### src/rtl/xe_pkg.sv
package xe_pkg;
    typedef enum logic [2:0] {
        ST_IDLE,
        ST_REQ,
        ST_ADDR,
        ST_DATA,
        ST_TAIL
    } xe_state_t;

    localparam logic [2:0] SEL_OADDR = 3'd0;
    localparam logic [2:0] SEL_IADDR = 3'd1;
    localparam logic [2:0] SEL_DOUT  = 3'd2;
    localparam logic [2:0] SEL_CTRL  = 3'd3;
    localparam logic [2:0] SEL_OEXT  = 3'd4;
    localparam logic [2:0] SEL_IEXT  = 3'd5;

    localparam int CTL_DIR_BIT   = 0;
    localparam int CTL_CLR_BIT   = 3;
    localparam int CTL_SLOT_LSB  = 4;
    localparam int CTL_NOGO_BIT  = 6;
endpackage

### src/rtl/xe_regs.sv
module xe_regs
    import xe_pkg::*;
#(
    parameter int DW    = 16,
    parameter int XW    = 4,
    parameter int SLOTS = 4
) (
    input  logic                      clk,
    input  logic                      rst_n,
    input  logic                      we,
    input  logic [2:0]                sel,
    input  logic [DW-1:0]             wdata,
    input  logic                      dout_lock,
    input  logic                      cap,
    input  logic [DW-1:0]             rdata,
    input  logic [$clog2(SLOTS)-1:0]  slot_sel,
    output logic [DW+XW-1:0]          out_addr,
    output logic [DW+XW-1:0]          in_addr,
    output logic [DW-1:0]             dout,
    output logic [DW-1:0]             din
);
    localparam int SLOT_W = $clog2(SLOTS);

    logic [DW-1:0] oaddr_lo, iaddr_lo;
    logic [XW-1:0] ext [2];

    always_ff @(posedge clk or negedge rst_n) begin
        if (!rst_n) begin
            oaddr_lo <= '0;
            iaddr_lo <= '0;
            dout     <= '0;
            din      <= '0;
        end else begin
            if (we && sel == SEL_OADDR) oaddr_lo <= wdata;
            if (we && sel == SEL_IADDR) iaddr_lo <= wdata;
            if (we && sel == SEL_DOUT && !dout_lock) dout <= wdata;
            if (cap) din <= rdata;
        end
    end

    for (genvar b = 0; b < 2; b++) begin : g_bank
        localparam logic [2:0] BSEL = (b == 0) ? SEL_OEXT : SEL_IEXT;
        logic [XW-1:0] mem [SLOTS];
        always_ff @(posedge clk or negedge rst_n) begin
            if (!rst_n) begin
                for (int i = 0; i < SLOTS; i++) mem[i] <= '0;
            end else if (we && sel == BSEL) begin
                mem[wdata[XW+SLOT_W-1:XW]] <= wdata[XW-1:0];
            end
        end
        assign ext[b] = mem[slot_sel];
    end

    assign out_addr = {ext[0], oaddr_lo};
    assign in_addr  = {ext[1], iaddr_lo};
endmodule

### src/rtl/xe_seq.sv
module xe_seq
    import xe_pkg::*;
#(
    parameter int AW       = 20,
    parameter int TMO_CYC  = 80,
    parameter int HOLD_CYC = 1
) (
    input  logic          clk,
    input  logic          rst_n,
    input  logic          start,
    input  logic          err_clr,
    input  logic          dir_in,
    input  logic [AW-1:0] addr_in,
    input  logic          bus_grant,
    input  logic          bus_reply,
    output logic          bus_req,
    output logic          addr_valid,
    output logic          busy,
    output logic          holdoff,
    output logic          err,
    output logic          cap,
    output logic          dir_q,
    output logic [AW-1:0] addr_q
);
    localparam int WD_W   = $clog2(TMO_CYC + 1);
    localparam int HOLD_W = $clog2(HOLD_CYC + 1);

    xe_state_t       st, st_nx;
    logic [WD_W-1:0]   wd;
    logic [HOLD_W-1:0] hold;
    logic              reply_q, rise, done, abort;

    assign rise  = bus_reply && !reply_q;
    assign done  = (st == ST_TAIL) && !bus_reply;
    assign abort = (st != ST_IDLE) && !done && (wd == WD_W'(TMO_CYC - 1));

    always_comb begin
        st_nx = st;
        if (abort) begin
            st_nx = ST_IDLE;
        end else begin
            unique case (st)
                ST_IDLE: if (start)     st_nx = ST_REQ;
                ST_REQ:  if (bus_grant) st_nx = ST_ADDR;
                ST_ADDR:                st_nx = ST_DATA;
                ST_DATA: if (rise)      st_nx = ST_TAIL;
                ST_TAIL: if (!bus_reply) st_nx = ST_IDLE;
                default:                st_nx = ST_IDLE;
            endcase
        end
    end

    always_ff @(posedge clk or negedge rst_n) begin
        if (!rst_n) begin
            st      <= ST_IDLE;
            wd      <= '0;
            hold    <= '0;
            err     <= 1'b0;
            dir_q   <= 1'b0;
            addr_q  <= '0;
            reply_q <= 1'b0;
        end else begin
            st      <= st_nx;
            reply_q <= bus_reply;
            if (hold != '0) hold <= hold - 1'b1;
            if (st == ST_IDLE && start) begin
                wd     <= '0;
                dir_q  <= dir_in;
                addr_q <= addr_in;
            end else if (st != ST_IDLE) begin
                wd <= wd + 1'b1;
            end
            if (done && dir_q) hold <= HOLD_W'(HOLD_CYC);
            if (abort)        err <= 1'b1;
            else if (err_clr) err <= 1'b0;
        end
    end

    always_comb begin
        busy       = (st != ST_IDLE);
        bus_req    = (st == ST_REQ) || (st == ST_ADDR) || (st == ST_DATA);
        addr_valid = (st == ST_ADDR);
        cap        = (st == ST_DATA) && rise && !dir_q;
        holdoff    = (hold != '0);
    end
endmodule

### src/rtl/xfer_engine.sv
module xfer_engine
    import xe_pkg::*;
#(
    parameter int DW      = 16,
    parameter int XW      = 4,
    parameter int SLOTS   = 4,
    parameter int CLK_KHZ = 5000,
    parameter int TMO_US  = 16,
    parameter int HOLD_NS = 100
) (
    input  logic             clk,
    input  logic             rst_n,
    input  logic             cpu_we,
    input  logic [2:0]       cpu_sel,
    input  logic [DW-1:0]    cpu_wdata,
    input  logic             bus_grant,
    input  logic             bus_reply,
    input  logic [DW-1:0]    bus_rdata,
    output logic             bus_req,
    output logic             addr_valid,
    output logic [DW+XW-1:0] bus_addr,
    output logic             bus_dir_out,
    output logic [DW-1:0]    bus_wdata,
    output logic [DW-1:0]    data_in,
    output logic             busy,
    output logic             holdoff,
    output logic             err
);
    localparam int AW       = DW + XW;
    localparam int SLOT_W   = $clog2(SLOTS);
    localparam int TMO_CYC  = TMO_US * CLK_KHZ / 1000;
    localparam int HOLD_CYC = (HOLD_NS * CLK_KHZ + 999999) / 1000000;

    logic          ctl_wr, start, err_clr, cap, dout_lock;
    logic [AW-1:0] out_addr, in_addr, addr_pick;

    assign ctl_wr    = cpu_we && (cpu_sel == SEL_CTRL);
    assign start     = ctl_wr && !cpu_wdata[CTL_NOGO_BIT];
    assign err_clr   = ctl_wr && cpu_wdata[CTL_NOGO_BIT] && cpu_wdata[CTL_CLR_BIT];
    assign addr_pick = cpu_wdata[CTL_DIR_BIT] ? out_addr : in_addr;
    assign dout_lock = holdoff || (busy && bus_dir_out);

    xe_regs #(.DW(DW), .XW(XW), .SLOTS(SLOTS)) u_regs (
        .clk      (clk),
        .rst_n    (rst_n),
        .we       (cpu_we),
        .sel      (cpu_sel),
        .wdata    (cpu_wdata),
        .dout_lock(dout_lock),
        .cap      (cap),
        .rdata    (bus_rdata),
        .slot_sel (cpu_wdata[CTL_SLOT_LSB +: SLOT_W]),
        .out_addr (out_addr),
        .in_addr  (in_addr),
        .dout     (bus_wdata),
        .din      (data_in)
    );

    xe_seq #(.AW(AW), .TMO_CYC(TMO_CYC), .HOLD_CYC(HOLD_CYC)) u_seq (
        .clk       (clk),
        .rst_n     (rst_n),
        .start     (start),
        .err_clr   (err_clr),
        .dir_in    (cpu_wdata[CTL_DIR_BIT]),
        .addr_in   (addr_pick),
        .bus_grant (bus_grant),
        .bus_reply (bus_reply),
        .bus_req   (bus_req),
        .addr_valid(addr_valid),
        .busy      (busy),
        .holdoff   (holdoff),
        .err       (err),
        .cap       (cap),
        .dir_q     (bus_dir_out),
        .addr_q    (bus_addr)
    );
endmodule

### config.mk
export PLATFORM = sky130hd
export DESIGN_NAME = xfer_engine
export DESIGN_NICKNAME = d
export VERILOG_FILES = /design/src/rtl/xe_pkg.sv /design/src/rtl/xe_regs.sv /design/src/rtl/xe_seq.sv /design/src/rtl/xfer_engine.sv
export SDC_FILE = /design/constraint.sdc
export NUM_CORES = 1
export LEC_CHECK = 0
export ABC_AREA = 1
export CAP_MARGIN = 20
export CORE_UTILIZATION = 50
export CTS_BUF_LIST = sky130_fd_sc_hd__clkbuf_8
export DETAILED_ROUTE_END_ITERATION = 8
export HOLD_SLACK_MARGIN = 0.12
export PLACE_DENSITY = 0.75
export SETUP_SLACK_MARGIN = 0.4
export SLEW_MARGIN = 20
export SYNTH_ARGS = -nofsm -noshare
export SYNTH_HDL_FRONTEND = slang
export SYNTH_SLANG_ARGS = --single-unit
### constraint.sdc
create_clock -name clk -period 2.9 [get_ports clk]
set_input_delay 0.29 -clock clk [delete_from_list [all_inputs] [get_ports clk]]
set_output_delay 0.29 -clock clk [all_outputs]
set_load 0.005 [all_outputs]
# Word level (Yosys, flattened, before mapping)
# Cells that the tools add are included.
# classes
add_sub_neg	2
order_cmp	2
n_eq_ne	14
muxes	23
n_bitwise	1
reduce_logical	35
# op_table
operator	n
$bwmux W16	2
$logic_and A1 B1 Y1	20
$mux W20	1
$mux W4	5
$bmux W4 S2	2
$mux W3	5
$pmux W3 S5	1
$mux W7	2
$eq A3 B2 Y1 const B	4
$eq A3 B3 Y1 const B	3
$demux W4 S2	1
$add A7 B1 Y7 const B	1
$eq A7 B7 Y1 const B	1
$eq A3 B1 Y1 const B	2
$logic_not A1 Y1	6
$logic_not A3 Y1	2
$ne A3 B1 Y1 const B	2
$ne A3 B2 Y1 const B	2
$mux W1	4
$reduce_and A4 Y1	1
$reduce_bool A2 Y1	2
$ge A3 B3 Y1 const B	1
$logic_or A1 B1 Y1	3
$lt A3 B1 Y1 const B	1
other kinds (3)	3
# totals
register_bits	130
in_bits	40
output_inout_bits	58
word_cells	96

# Logic depth before layout (Yosys ltp)
# Gate-level depths: netlist of run 1.
# logic_depth
ltp_word	7
mapped_depth	9
depth_no_buf	8

# Hierarchy
# From an unflattened synthesis of run 1, not the netlist that was laid out.
# unflattened
hier_cells	708
area_unflattened_um2	6050.8
# modules_own_cells
module	n_inst	cells_each	area_per_inst_um2	seq_area_each_um2
xe_regs	1	446	4206.5	2402.3
xe_seq	1	189	1536.5	850.8
xfer_engine	1	73	307.8	0.0

# Least setup slack after synthesis of run 1
# No wires, ideal clock.
# synth_path
path_type	register to register
start	reg u_seq.wd[0]
end	reg u_seq.st[0]
setup_time_ns	0.117
arrival_time_ns	1.182
required_time_ns	2.783
setup_slack_ns	1.601
stages_incl_launch_ff	9
path_buffers	0
period_less_slack_ns	1.299
path_cell_list	dfrtp_1 -> ha_1 -> nand3_1 -> nor2_1 -> nand2_1 -> nand3_1 -> nand3_1 -> nand2_1 -> nand2_1
# synth_between
elab_chain_len	4
word_cells_on_any_way	8
cone_classes	5 x eq/ne; 1 x mux; 2 x reduce/logical
# synth_lines
element	line_no	rtl
start: declaration	xe_seq.sv:29	logic [WD_W-1:0] wd;
start signal: assignment	xe_seq.sv:71	wd <= wd + 1'b1;
$eq A7 B7 Y1 *	xe_seq.sv:35	assign abort = (st != ST_IDLE) && !done && (wd == WD_W'(TMO_CYC - 1));
$logic_and A1 B1 Y1 *	xe_seq.sv:35	
$ne A3 B1 Y1 (no line) / $ne A3 B2 Y1 (equally long branches)	n/a	
$reduce_and A4 Y1 (no line)	n/a	
end signal: assignment	xe_seq.sv:63	st <= st_nx;
end: declaration	xe_seq.sv:28	xe_state_t st, st_nx;
# Every way passes the cells marked *; elsewhere a longest branch is shown, timed or not.
# A chain may end at the register's enable or synchronous reset.

# Final worst setup path of run 1
# layout_path
start	reg u_seq.st[0]
end	out addr_valid
# layout_between
elab_chain_len	1
# layout_lines
element	line_no	rtl
$eq A3 B2 Y1	xe_seq.sv:82	addr_valid = (st == ST_ADDR);
end: declaration	xfer_engine.sv:20	output logic addr_valid,
# Every way passes these cells.

==> results of run 1 <==
## cells in the final DEF, fill, tap and decap left out, types with 7 or more instances in the layout
master,synthesis,layout
inv_1,48,50
a21oi_1,11,11
o21ai_0,69,69
clkbuf_8,0,22
a31oi_1,16,16
clkdlybuf4s50_1,0,96
nor2_1,33,33
buf_4,1,7
dfrtp_1,130,130
nand2_1,172,172
o21ai_2,32,32
nand3_1,18,18
nand4_1,7,7
## where the power goes
group	internal (mW)	leakage, nW	switching (mW)
combinational	1.05	1.41	0.816
sequential	2.37	1.65	0.375
clock	0.871	0.217	0.679
## per-stage QoR
step                      instance area, um2  utilization  hold slack (ns)  cells  total power [mW]
after floorplan                         5600            -         -0.00559    600              3.61
after global placement                  6640        0.610            0.400    819              4.55
after detailed placement                6640        0.610            0.403    819              4.64
after CTS                               7060        0.648            0.377    852              6.20
after global routing                    7060        0.648            0.384    852              6.54
final                                   7060        0.648            0.394    852              6.16
## Yosys cell counts, drive strengths merged
cell type,count,area (um2)
nand2,178,688
dfrtp,130,3250
o21ai,104,652
inv,53,199
nor2,37,159
nand3,20,110
a31oi,16,100
buf,13,124
a21oi,12,63.8
clkbuf,12,45.0
nand4,7,43.8
nor3,5,41.3
a22oi,4,30.0
nand3b,3,22.5
nor4,2,27.5
a22o,1,8.76
and2,1,6.26
ha,1,12.5
mux2i,1,10.0
## sequential cells by signal, summed over array words and instances, names as in the netlist
| register | cells |
|---|---|
| u_regs.din | 16 |
| u_seq.dir_q | 1 |
| u_seq.err | 1 |
| u_seq.st | 3 |
| u_regs.dout | 16 |
| u_seq.wd | 7 |
| u_seq.addr_q | 20 |
| u_seq.reply_q | 1 |
| u_regs.oaddr_lo | 16 |
| u_regs.iaddr_lo | 16 |
| u_regs.g_bank.mem | 32 |
| u_seq.holdoff | 1 |
## layer usage
metal	GRT usage	part of all wire
met1	0.321	0.46
met2	0.348	0.47
met3	0.0521	0.050
met4	0.0920	0.021
met5	0	0
## final cells by class
| class | count | area [um2] |
|---|---|---|
| sequential | 130 | 3250 |
| clock inverter | 10 | 108 |
| inverter | 53 | 199 |
| fill | 905 | 3830 |
| multi-input combinational | 392 | 1980 |
| clock buffer | 22 | 303 |
| tap | 140 | 175 |
| timing repair buffer | 105 | 1040 |
## cells by family (layout without fill, tap and decap cells)
group | Yosys count | count (layout)
mux | 1 | 1
simple gates | 253 | 253
fa+ha+maj | 1 | 1
buf+inv | 78 | 190
flops | 130 | 130
compound gates | 137 | 137
## worst max-delay path, delay by kind of cell, from the launching register on
family                 cells  cell delay [ns]
and+or+nand+nor            2             0.24
buffers and inverters      2             0.70
DFF                        1             0.46
## worst max-delay path by stage
| stage | to | cells after the start | slack [ns] |
|---|---|---|---|
| after global placement | u_regs.din[14]$_DFFE_PN0P_ | 6 | 0.81 |
| after CTS | addr_valid | 4 | 0.78 |
| after detailed placement | u_regs.din[3]$_DFFE_PN0P_ | 6 | 0.71 |
| final | addr_valid | 4 | 0.79 |
| after global routing | addr_valid | 4 | 0.73 |
| after floorplan | u_seq.st[0]$_DFFE_PN0P_ | 8 | 1.60 |
## what timing repair did
| action | CTS | global route |
|---|---|---|
| setup endpoints to repair | 0 | 0 |
| hold buffers | 1 | 0 |
| hold endpoints to repair | 57 | 0 |
==> run metrics, run 1 <==
status finished, final reports clean; RSZ-0062 raised after global routing no; Crit. Startpoint u_seq.st[0]$_DFFE_PN0P_; maximum root-to-sink buffer count 2; post-route DRC violation count 0; Crit Reg-Reg Endpoint u_regs.dout[8]$_DFFE_PN0P_; Mapped Area 5600 um2; drt total wl 12.3 mm; global-route wire length before repair 20.5 mm; 1st-iter DRT viols 256; port bufs 97; Startpoint Class flop; fmax 0.473 GHz; Synth Area in Adders 0.00224; pwr dens 873 nW/um2; clock-pin slew on the worst setup and hold paths 0.07 ns; antenna fix cells 0; #FFs+latches synth 130; clock sink count 130; min Tclk post-route 2.11 ns; root buf cell clkbuf_8; hold wc startpoint bus_reply; r2r startpoint u_seq.st[2]$_DFFE_PN0P_; Die ar. 11600 um2; Die H 108 um; Die X 108 um; slew margin rel. 0.279; synthesis-to-layout area growth 26.1%; Avg WL per Cell 14.5 um; compound-cell area share of the yosys netlist 0.153; hold-critical path depth 1; Worst-Margin Slew 1.08 ns; Vias/cell 5.18; vias in the first global route 4392; layout cells sized above 1 0.129; Final period util 0.729; initial antenna violation count 0; register area share after synthesis 0.581; CP required 2.61 ns; Post-DP HPWL 8.50 mm; Clock Skews 0.00946 ns; Worst setup EP type primary output; gr usage total 0.230; WP data arrival 1.82 ns; setup slack after placement 0.715 ns; instance count of the mapped netlist 600; slowest cell on the critical path clkdlybuf4s50_1; clock buffer count from CTS 17; DR pass1 iterations 7; largest net degree at the start of global routing 60; Ports 98; Nets 740; Max Cap Violations 0; post-CTS sizing 0; CTS tree built; worst r2r path cells 6; endpoints failing setup 0; total global routing overflow 0; Slew Viols, Final 0; # rows 38; Initial Utilization 0.514; Avg Cell Area, Syn 9.33 um2; setup_tns 0 ns; htree depth 4; Clock Latency Late Sink 0.43 ns; r2r setup slk 0.91 ns; Final Hold Viols 0; via count 4410; core area 10900 um2; final setup margin 0.787 ns; synth warn 0; CP Max Fanout 4; hold path endpoint u_seq.reply_q$_DFF_PN0_; Detail Route Antenna Nets 0; Placer Congestion 0.876; Min-Delay Path Class in -> reg; Crit Path Class reg -> out; synthesized net count 641; slowest cell delay on critical path 0.52 ns; post-synthesis cell type count 34; Post-Synth Simple-Gate Area 0.196; Post-Synth XOR/XNOR Area 0; Leakage Power 3.28 nW; Max VDD drop 0.468 mV; # Post-CTS Setup Buffers 0; crit-path cells inv_1, nand2_1, nor2_1, clkdlybuf4s50_1; mux contribution to synthesized area 0.00179; largest family of logic cells by synthesized area simple AND/OR/NAND/NOR gates
No activity file was read; power rests on OpenSTA's default activity.
==> run 2: changes to the inputs <==
--- a/config.mk
+++ b/config.mk
@@ -7,11 +7,11 @@
 export LEC_CHECK = 0
 export ABC_AREA = 1
 export CAP_MARGIN = 20
-export CORE_UTILIZATION = 50
+export CORE_UTILIZATION = 49
 export CTS_BUF_LIST = sky130_fd_sc_hd__clkbuf_8
 export DETAILED_ROUTE_END_ITERATION = 8
 export HOLD_SLACK_MARGIN = 0.12
-export PLACE_DENSITY = 0.75
+export PLACE_DENSITY = 0.77
 export SETUP_SLACK_MARGIN = 0.4
 export SLEW_MARGIN = 20
 export SYNTH_ARGS = -nofsm -noshare
==> constraint.sdc (replaced) <==
create_clock -name clk -period 1.8 [get_ports clk]
set_input_delay 0.18 -clock clk [delete_from_list [all_inputs] [get_ports clk]]
set_output_delay 0.18 -clock clk [all_outputs]
set_load 0.005 [all_outputs]
==> run metrics, run 2 (synthesized netlist as in run 1, its figures left out) <==
status finished, final reports clean (unchanged); Post-DP HPWL 8.98 mm (was 8.50 mm); Die H 109 um (was 108 um); CP Max Fanout 8 (was 4); core area 11000 um2 (was 10900 um2); slowest cell on the critical path dfrtp_2 (was clkdlybuf4s50_1); Min-Delay Path Class in -> async (was in -> reg); Initial Utilization 0.510 (was 0.514); # rows 38 (unchanged); Final period util 0.875; pwr dens 1320 nW/um2 (was 873 nW/um2); synthesis-to-layout area growth 43.6% (was 26.1%); Ports 98 (unchanged); drt total wl 16.0 mm (was 12.3 mm); Switching Share 0.338 (was 0.304); M2 GR Usage 0.437 (was 0.348); fmax 0.635 GHz; port bufs 97 (unchanged); GR Util met3 0.0598 (was 0.0521); buffers and inverters on the worst path 4 (was 2); antenna fix cells 0 (unchanged); largest net degree at the start of global routing 47 (was 60); via count 4922 (was 4410); Clock Skews 0.0133 ns (was 0.00946 ns); min Tclk post-route 1.58 ns; Leakage Power 3.89 nW (was 3.28 nW); htree depth 4 (unchanged); Vias/cell 5.41 (was 5.18); RSZ-0062 raised after global routing yes (was no); Crit Path Class reg -> reg (was reg -> out); Detail Route Antenna Nets 0 (unchanged); maximum root-to-sink buffer count 2 (unchanged); vias in the first global route 4874 (was 4392); most common cell after layout, fill and taps aside nand2_1 (unchanged); GR peak layer met2 (unchanged); Startpoint Class flop (unchanged); Fill cells 778 (was 905); Slew Viols, Final 0 (unchanged); setup_tns 0 ns (unchanged); sequential share of power 0.427 (was 0.446); total global routing overflow 0 (unchanged); Top reg by flops u_regs.g_bank.mem (unchanged); post-route DRC violation count 0 (unchanged); slowest cell delay on critical path 0.43 ns (was 0.52 ns); CP required 2.16 ns (was 2.61 ns); clock sink count 130 (unchanged); initial antenna violation count 0 (unchanged); Final Hold Viols 0 (unchanged); clock buffer count from CTS 17 (unchanged); slew margin rel. 0.628 (was 0.279); Placer Congestion 0.858 (was 0.876); NetSw 3.59 mW (was 1.87 mW); endpoints failing setup 0 (unchanged); Worst-Margin Slew 0.558 ns (was 1.08 ns); Die X 109 um (was 108 um); met1 global-route usage 0.347 (was 0.321); clock-pin slew on the worst setup and hold paths 0.08 ns (was 0.07 ns); DR pass1 iterations 6 (was 7); combinational share of power 0.354 (was 0.302); crit-path cells buf_6, buf_6, nor3_4, nand3_4, buf_6, buf_16, o21ai_2 (was inv_1, nand2_1, nor2_1, clkdlybuf4s50_1); highest-count cells in the layout ignoring fill and taps 136 x nand2_1, 127 x dfrtp_1, 67 x o21ai_0 (was 172 x nand2_1, 130 x dfrtp_1, 96 x clkdlybuf4s50_1); Total Power 10.6 mW (was 6.16 mW); Max VDD drop 1.06 mV (was 0.468 mV); gr usage total 0.268 (was 0.230); CTS tree built (unchanged); number of flip-flops in the largest register 32 (unchanged); clock group share of total power 0.219 (was 0.252); Int Pwr 7.02 mW (was 4.29 mW); Avg WL per Cell 17.6 um (was 14.5 um); root buf cell clkbuf_8 (unchanged); Largest regs u_regs.g_bank.mem: 32 flops, u_seq.addr_q: 20 flops (unchanged); WP data arrival 1.93 ns (was 1.82 ns); Max Cap Violations 0 (unchanged); 1st-iter DRT viols 333 (was 256); Nets 801 (was 740); Worst setup EP type flop (was primary output); Crit path max-delay family buffers and inverters (unchanged); crit-path most repeated cell buf_6; Clock Latency Late Sink 0.44 ns (was 0.43 ns); Die ar. 11900 um2 (was 11600 um2); layout cells sized above 1 0.274 (was 0.129); global-route wire length before repair 23.8 mm (was 20.5 mm)
==> run 2: cell types whose count changed in the layout (fill, tap and decap cells not counted), moves of 14 or more <==
cell             change
nand2_2             +14
nand2_1             -36
clkdlybuf4s50_1     -58
nand2_4             +22
dlygate4sd2_1       +55
buf_4               +33
buf_6               +14
==> run 2: area by class of cell <==
type | instances | area [um2] | share of cell area
flip-flops and latches | 130 | 3260 | 0.405
multi-input cells | 392 | 2350 | 0.292
repair buffers | 166 | 1700 | 0.212
clock buffers | 19 | 262 | 0.0325
inverters | 53 | 201 | 0.0251
well taps | 140 | 175 | 0.0218
clock inverters | 10 | 96.3 | 0.0120
==> run 2: stage by stage <==
stage                     hold WS (ns)  instances  setup WS (ns)  instance area, um2   util
after floorplan                 -0.116        600          0.501                5600      -
after global placement           0.200        837          0.115                6820  0.621
after detailed placement         0.209        837         0.0329                6820  0.621
after CTS                        0.268        905          0.326                7680  0.700
after global routing             0.283        910          0.204                8040  0.732
final                            0.287        910          0.224                8040  0.732
==> run 2: path summary, 6_finish.rpt <==
path | to | start | cells after the start | slack, ns
min | u_regs.oaddr_lo[2]$_DFFE_PN0P_ | rst_n | 2 | 0.29
min reg2reg | u_regs.iaddr_lo[8]$_DFFE_PN0P_ | u_regs.iaddr_lo[8]$_DFFE_PN0P_ | 2 | 0.49
max reg2reg | u_regs.din[7]$_DFFE_PN0P_ | u_seq.st[2]$_DFFE_PN0P_ | 7 | 0.22
max in group asynchronous | u_seq.st[1]$_DFFE_PN0P_ | rst_n | 3 | 0.86
max | u_regs.din[7]$_DFFE_PN0P_ | u_seq.st[2]$_DFFE_PN0P_ | 7 | 0.22
min in group clk | u_regs.din[9]$_DFFE_PN0P_ | bus_rdata[9] | 3 | 0.29
==> run 2: layer usage <==
metal | up-vias | wire length (um)
met2 | 222 | 8170
met4 | 0 | 297
met5 | - | 0
met3 | 28 | 994
li1 | 2287 | -
met1 | 2385 | 6550
==> run 2: what timing repair did <==
action | 4_1_cts | 5_1_grt
cloned | 6 | 3
endpoints found under the setup margin | 95 | 65
resized for setup | 120 | 61
hold endpoints to repair | 38 | 0
buffers inserted | 32 | 2
hold buffers | 1 | 0
pin swaps | 8 | 17
==> run 2: power groups by stage <==
stage | sequential, mW | clock [mW] | combinational (mW)
floorplan | 4.39 | 0 | 1.43
global placement | 4.42 | 0 | 2.99
detailed placement | 4.46 | 0 | 3.11
CTS | 4.44 | 2.32 | 3.27
global route | 4.62 | 2.49 | 4.10
finish | 4.53 | 2.32 | 3.76
==> run 3: changes to the inputs <==
--- a/config.mk
+++ b/config.mk
@@ -17,3 +17,4 @@
 export SYNTH_ARGS = -nofsm -noshare
 export SYNTH_HDL_FRONTEND = slang
 export SYNTH_SLANG_ARGS = --single-unit
+export TNS_END_PERCENT = 20
==> run metrics, run 3 (synthesized netlist as in run 1, its figures left out) <==
area post-placement 6820 um2 (unchanged); CP Max Fanout 8 (unchanged); post-layout util 0.681 (was 0.732); clock buffer count from CTS 17 (unchanged); port bufs 97 (unchanged); RSZ-0062 raised after global routing yes (unchanged); Worst setup EP type flop (unchanged); # rows 38 (unchanged); layout cells sized above 1 0.207 (was 0.274); Max Cap Violations 0 (unchanged); Die H 109 um (unchanged); Max VDD drop 0.905 mV (was 1.06 mV); pwr dens 1360 nW/um2 (was 1320 nW/um2); r2r setup slk 0.29 ns (was 0.22 ns); number of flip-flops in the largest register 32 (unchanged); antenna fix cells 0 (unchanged); slowest cell on the critical path dfrtp_2 (unchanged); total global routing overflow 0 (unchanged); CP required 2.12 ns (was 2.16 ns); buffers and inverters on the worst path 3 (was 4); Die ar. 11900 um2 (unchanged); Detail Route Antenna Nets 0 (unchanged); worst hold slack 0.286 ns (was 0.287 ns); sequential share of power 0.439 (was 0.427); synthesis-to-layout area growth 33.7% (was 43.6%); Placer Congestion 0.858 (unchanged); setup slack after placement 0.0329 ns (unchanged); root buf cell clkbuf_8 (unchanged); drt total wl 14.1 mm (was 16.0 mm); Int Pwr 6.92 mW (was 7.02 mW); Final period util 0.840 (was 0.875); 1st-iter DRT viols 306 (was 333); fmax 0.661 GHz (was 0.635 GHz); core area 11000 um2 (unchanged); finished layout cell area 7480 um2 (was 8040 um2); Worst-Margin Slew 0.565 ns (was 0.558 ns); Nets 779 (was 801); Post-DP HPWL 8.98 mm (unchanged); final setup margin 0.288 ns (was 0.224 ns); Switching Share 0.317 (was 0.338); maximum root-to-sink buffer count 2 (unchanged); via count 4659 (was 4922); combinational share of power 0.334 (was 0.354); Initial Utilization 0.510 (unchanged); WP data arrival 1.84 ns (was 1.93 ns); crit-path cells buf_6, buf_6, nor3_4, nand3_4, clkbuf_16, nand2_2, o21ai_2 (was buf_6, buf_6, nor3_4, nand3_4, buf_6, buf_16, o21ai_2); largest net degree at the start of global routing 47 (unchanged); htree depth 4 (unchanged); clock-pin slew on the worst setup and hold paths 0.07 ns (was 0.08 ns); Crit path max-delay family buffers and inverters (unchanged); Largest regs u_regs.g_bank.mem: 32 flops, u_seq.addr_q: 20 flops (unchanged); DR pass1 iterations 5 (was 6); crit-path most repeated cell buf_6 (unchanged); Clock Skews 0.0148 ns (was 0.0133 ns); highest-count cells in the layout ignoring fill and taps 155 x nand2_1, 127 x dfrtp_1, 75 x clkdlybuf4s50_1 (was 136 x nand2_1, 127 x dfrtp_1, 67 x o21ai_0); min Tclk post-route 1.51 ns (was 1.58 ns); Startpoint Class flop (unchanged); Ports 98 (unchanged); clock group share of total power 0.227 (was 0.219); status finished, final reports clean (unchanged); NetSw 3.22 mW (was 3.59 mW); Top reg by flops u_regs.g_bank.mem (unchanged); Avg WL per Cell 15.9 um (was 17.6 um); Crit Path Class reg -> reg (unchanged); Vias/cell 5.25 (was 5.41); slew margin rel. 0.623 (was 0.628); Min-Delay Path Class in -> async (unchanged); most common cell after layout, fill and taps aside nand2_1 (unchanged); post-route DRC violation count 0 (unchanged); Final Hold Viols 0 (unchanged); Clock Latency Late Sink 0.43 ns (was 0.44 ns); setup_tns 0 ns (unchanged); endpoints failing setup 0 (unchanged); initial antenna violation count 0 (unchanged); gr usage total 0.241 (was 0.268); slowest cell delay on critical path 0.44 ns (was 0.43 ns); Leakage Power 3.59 nW (was 3.89 nW); CTS tree built (unchanged); Slew Viols, Final 0 (unchanged); Die X 109 um (unchanged); clock sink count 130 (unchanged); vias in the first global route 4515 (was 4874); global-route wire length before repair 21.5 mm (was 23.8 mm)
-- run 3: cell types whose count changed in the layout (fill, tap and decap cells not counted), moves of 3 or more --
cell / before / now
nand3_1: 13 / 17
buf_4: 40 / 35
buf_16: 6 / 0
nand2_1: 136 / 155
buf_6: 14 / 4
nand2_4: 23 / 4
a31oi_1: 11 / 16
a31oi_4: 5 / 0
clkdlybuf4s50_1: 38 / 75
nand3_2: 5 / 2
dlygate4sd2_1: 55 / 15
dlymetal6s2s_1: 0 / 3
-- run 3: power by group through the flow --
| stage | clock (mW) | combinational, mW | sequential [mW] |
|---|---|---|---|
| floorplan | 0 | 1.43 | 4.39 |
| global placement | 0 | 2.99 | 4.42 |
| detailed placement | 0 | 3.11 | 4.46 |
| CTS | 2.32 | 3.20 | 4.41 |
| global route | 2.47 | 3.73 | 4.54 |
| finish | 2.30 | 3.39 | 4.46 |
-- run 3: repair_timing --
item	CTS	global route
setup buffers	13	5
pin swaps	4	3
hold endpoints to repair	38	0
hold buffers	1	0
gates cloned	0	3
setup endpoints to repair	95	103
gates resized for setup	35	32
-- run 3: path summary, 6_finish.rpt --
check | start | to | cells after the start
setup / recovery | u_seq.st[2]$_DFFE_PN0P_ | u_regs.din[8]$_DFFE_PN0P_ | 7
hold / removal | rst_n | u_regs.oaddr_lo[2]$_DFFE_PN0P_ | 2
setup reg to reg | u_seq.st[2]$_DFFE_PN0P_ | u_regs.din[8]$_DFFE_PN0P_ | 7
hold reg to reg | u_regs.dout[10]$_DFFE_PN0P_ | u_regs.dout[10]$_DFFE_PN0P_ | 2
max in group asynchronous | rst_n | u_seq.st[2]$_DFFE_PN0P_ | 3
min in group clk | bus_rdata[1] | u_regs.din[1]$_DFFE_PN0P_ | 3
-- run 3: area by class of cell --
type	instances	area, um2
Tap cell	140	175
Sequential cell	130	3260
Clock inverter	10	96.3
Timing Repair Buffer	144	1420
Multi-Input combinational cell	392	2070
Fill cell	885	3500
Clock buffer	19	262
Inverter	53	204
-- run 3: layer usage --
metal	wire [um]	vias to the layer above	global-route usage
li1	-	2229	-
met4	249	0	0.0946
met3	627	18	0.0562
met1	6290	2264	0.326
met2	6950	148	0.377
met5	0	-	0
-- run 3: worst register-to-register path, stage by stage, from the launching register on --
cell       delay (ns)
dfrtp_2          0.44
buf_6            0.13
buf_6            0.12
nor3_4           0.20
nand3_4          0.18
clkbuf_16        0.22
nand2_2          0.07
o21ai_2          0.05
-- run 3: through the flow --
| step | total power [mW] | std cells |
|---|---|---|
| after CTS | 9.94 | 880 |
| after detailed placement | 7.57 | 837 |
| final | 10.1 | 888 |
| after floorplan | 5.81 | 600 |
| after global placement | 7.40 | 837 |
| after global routing | 10.7 | 888 |
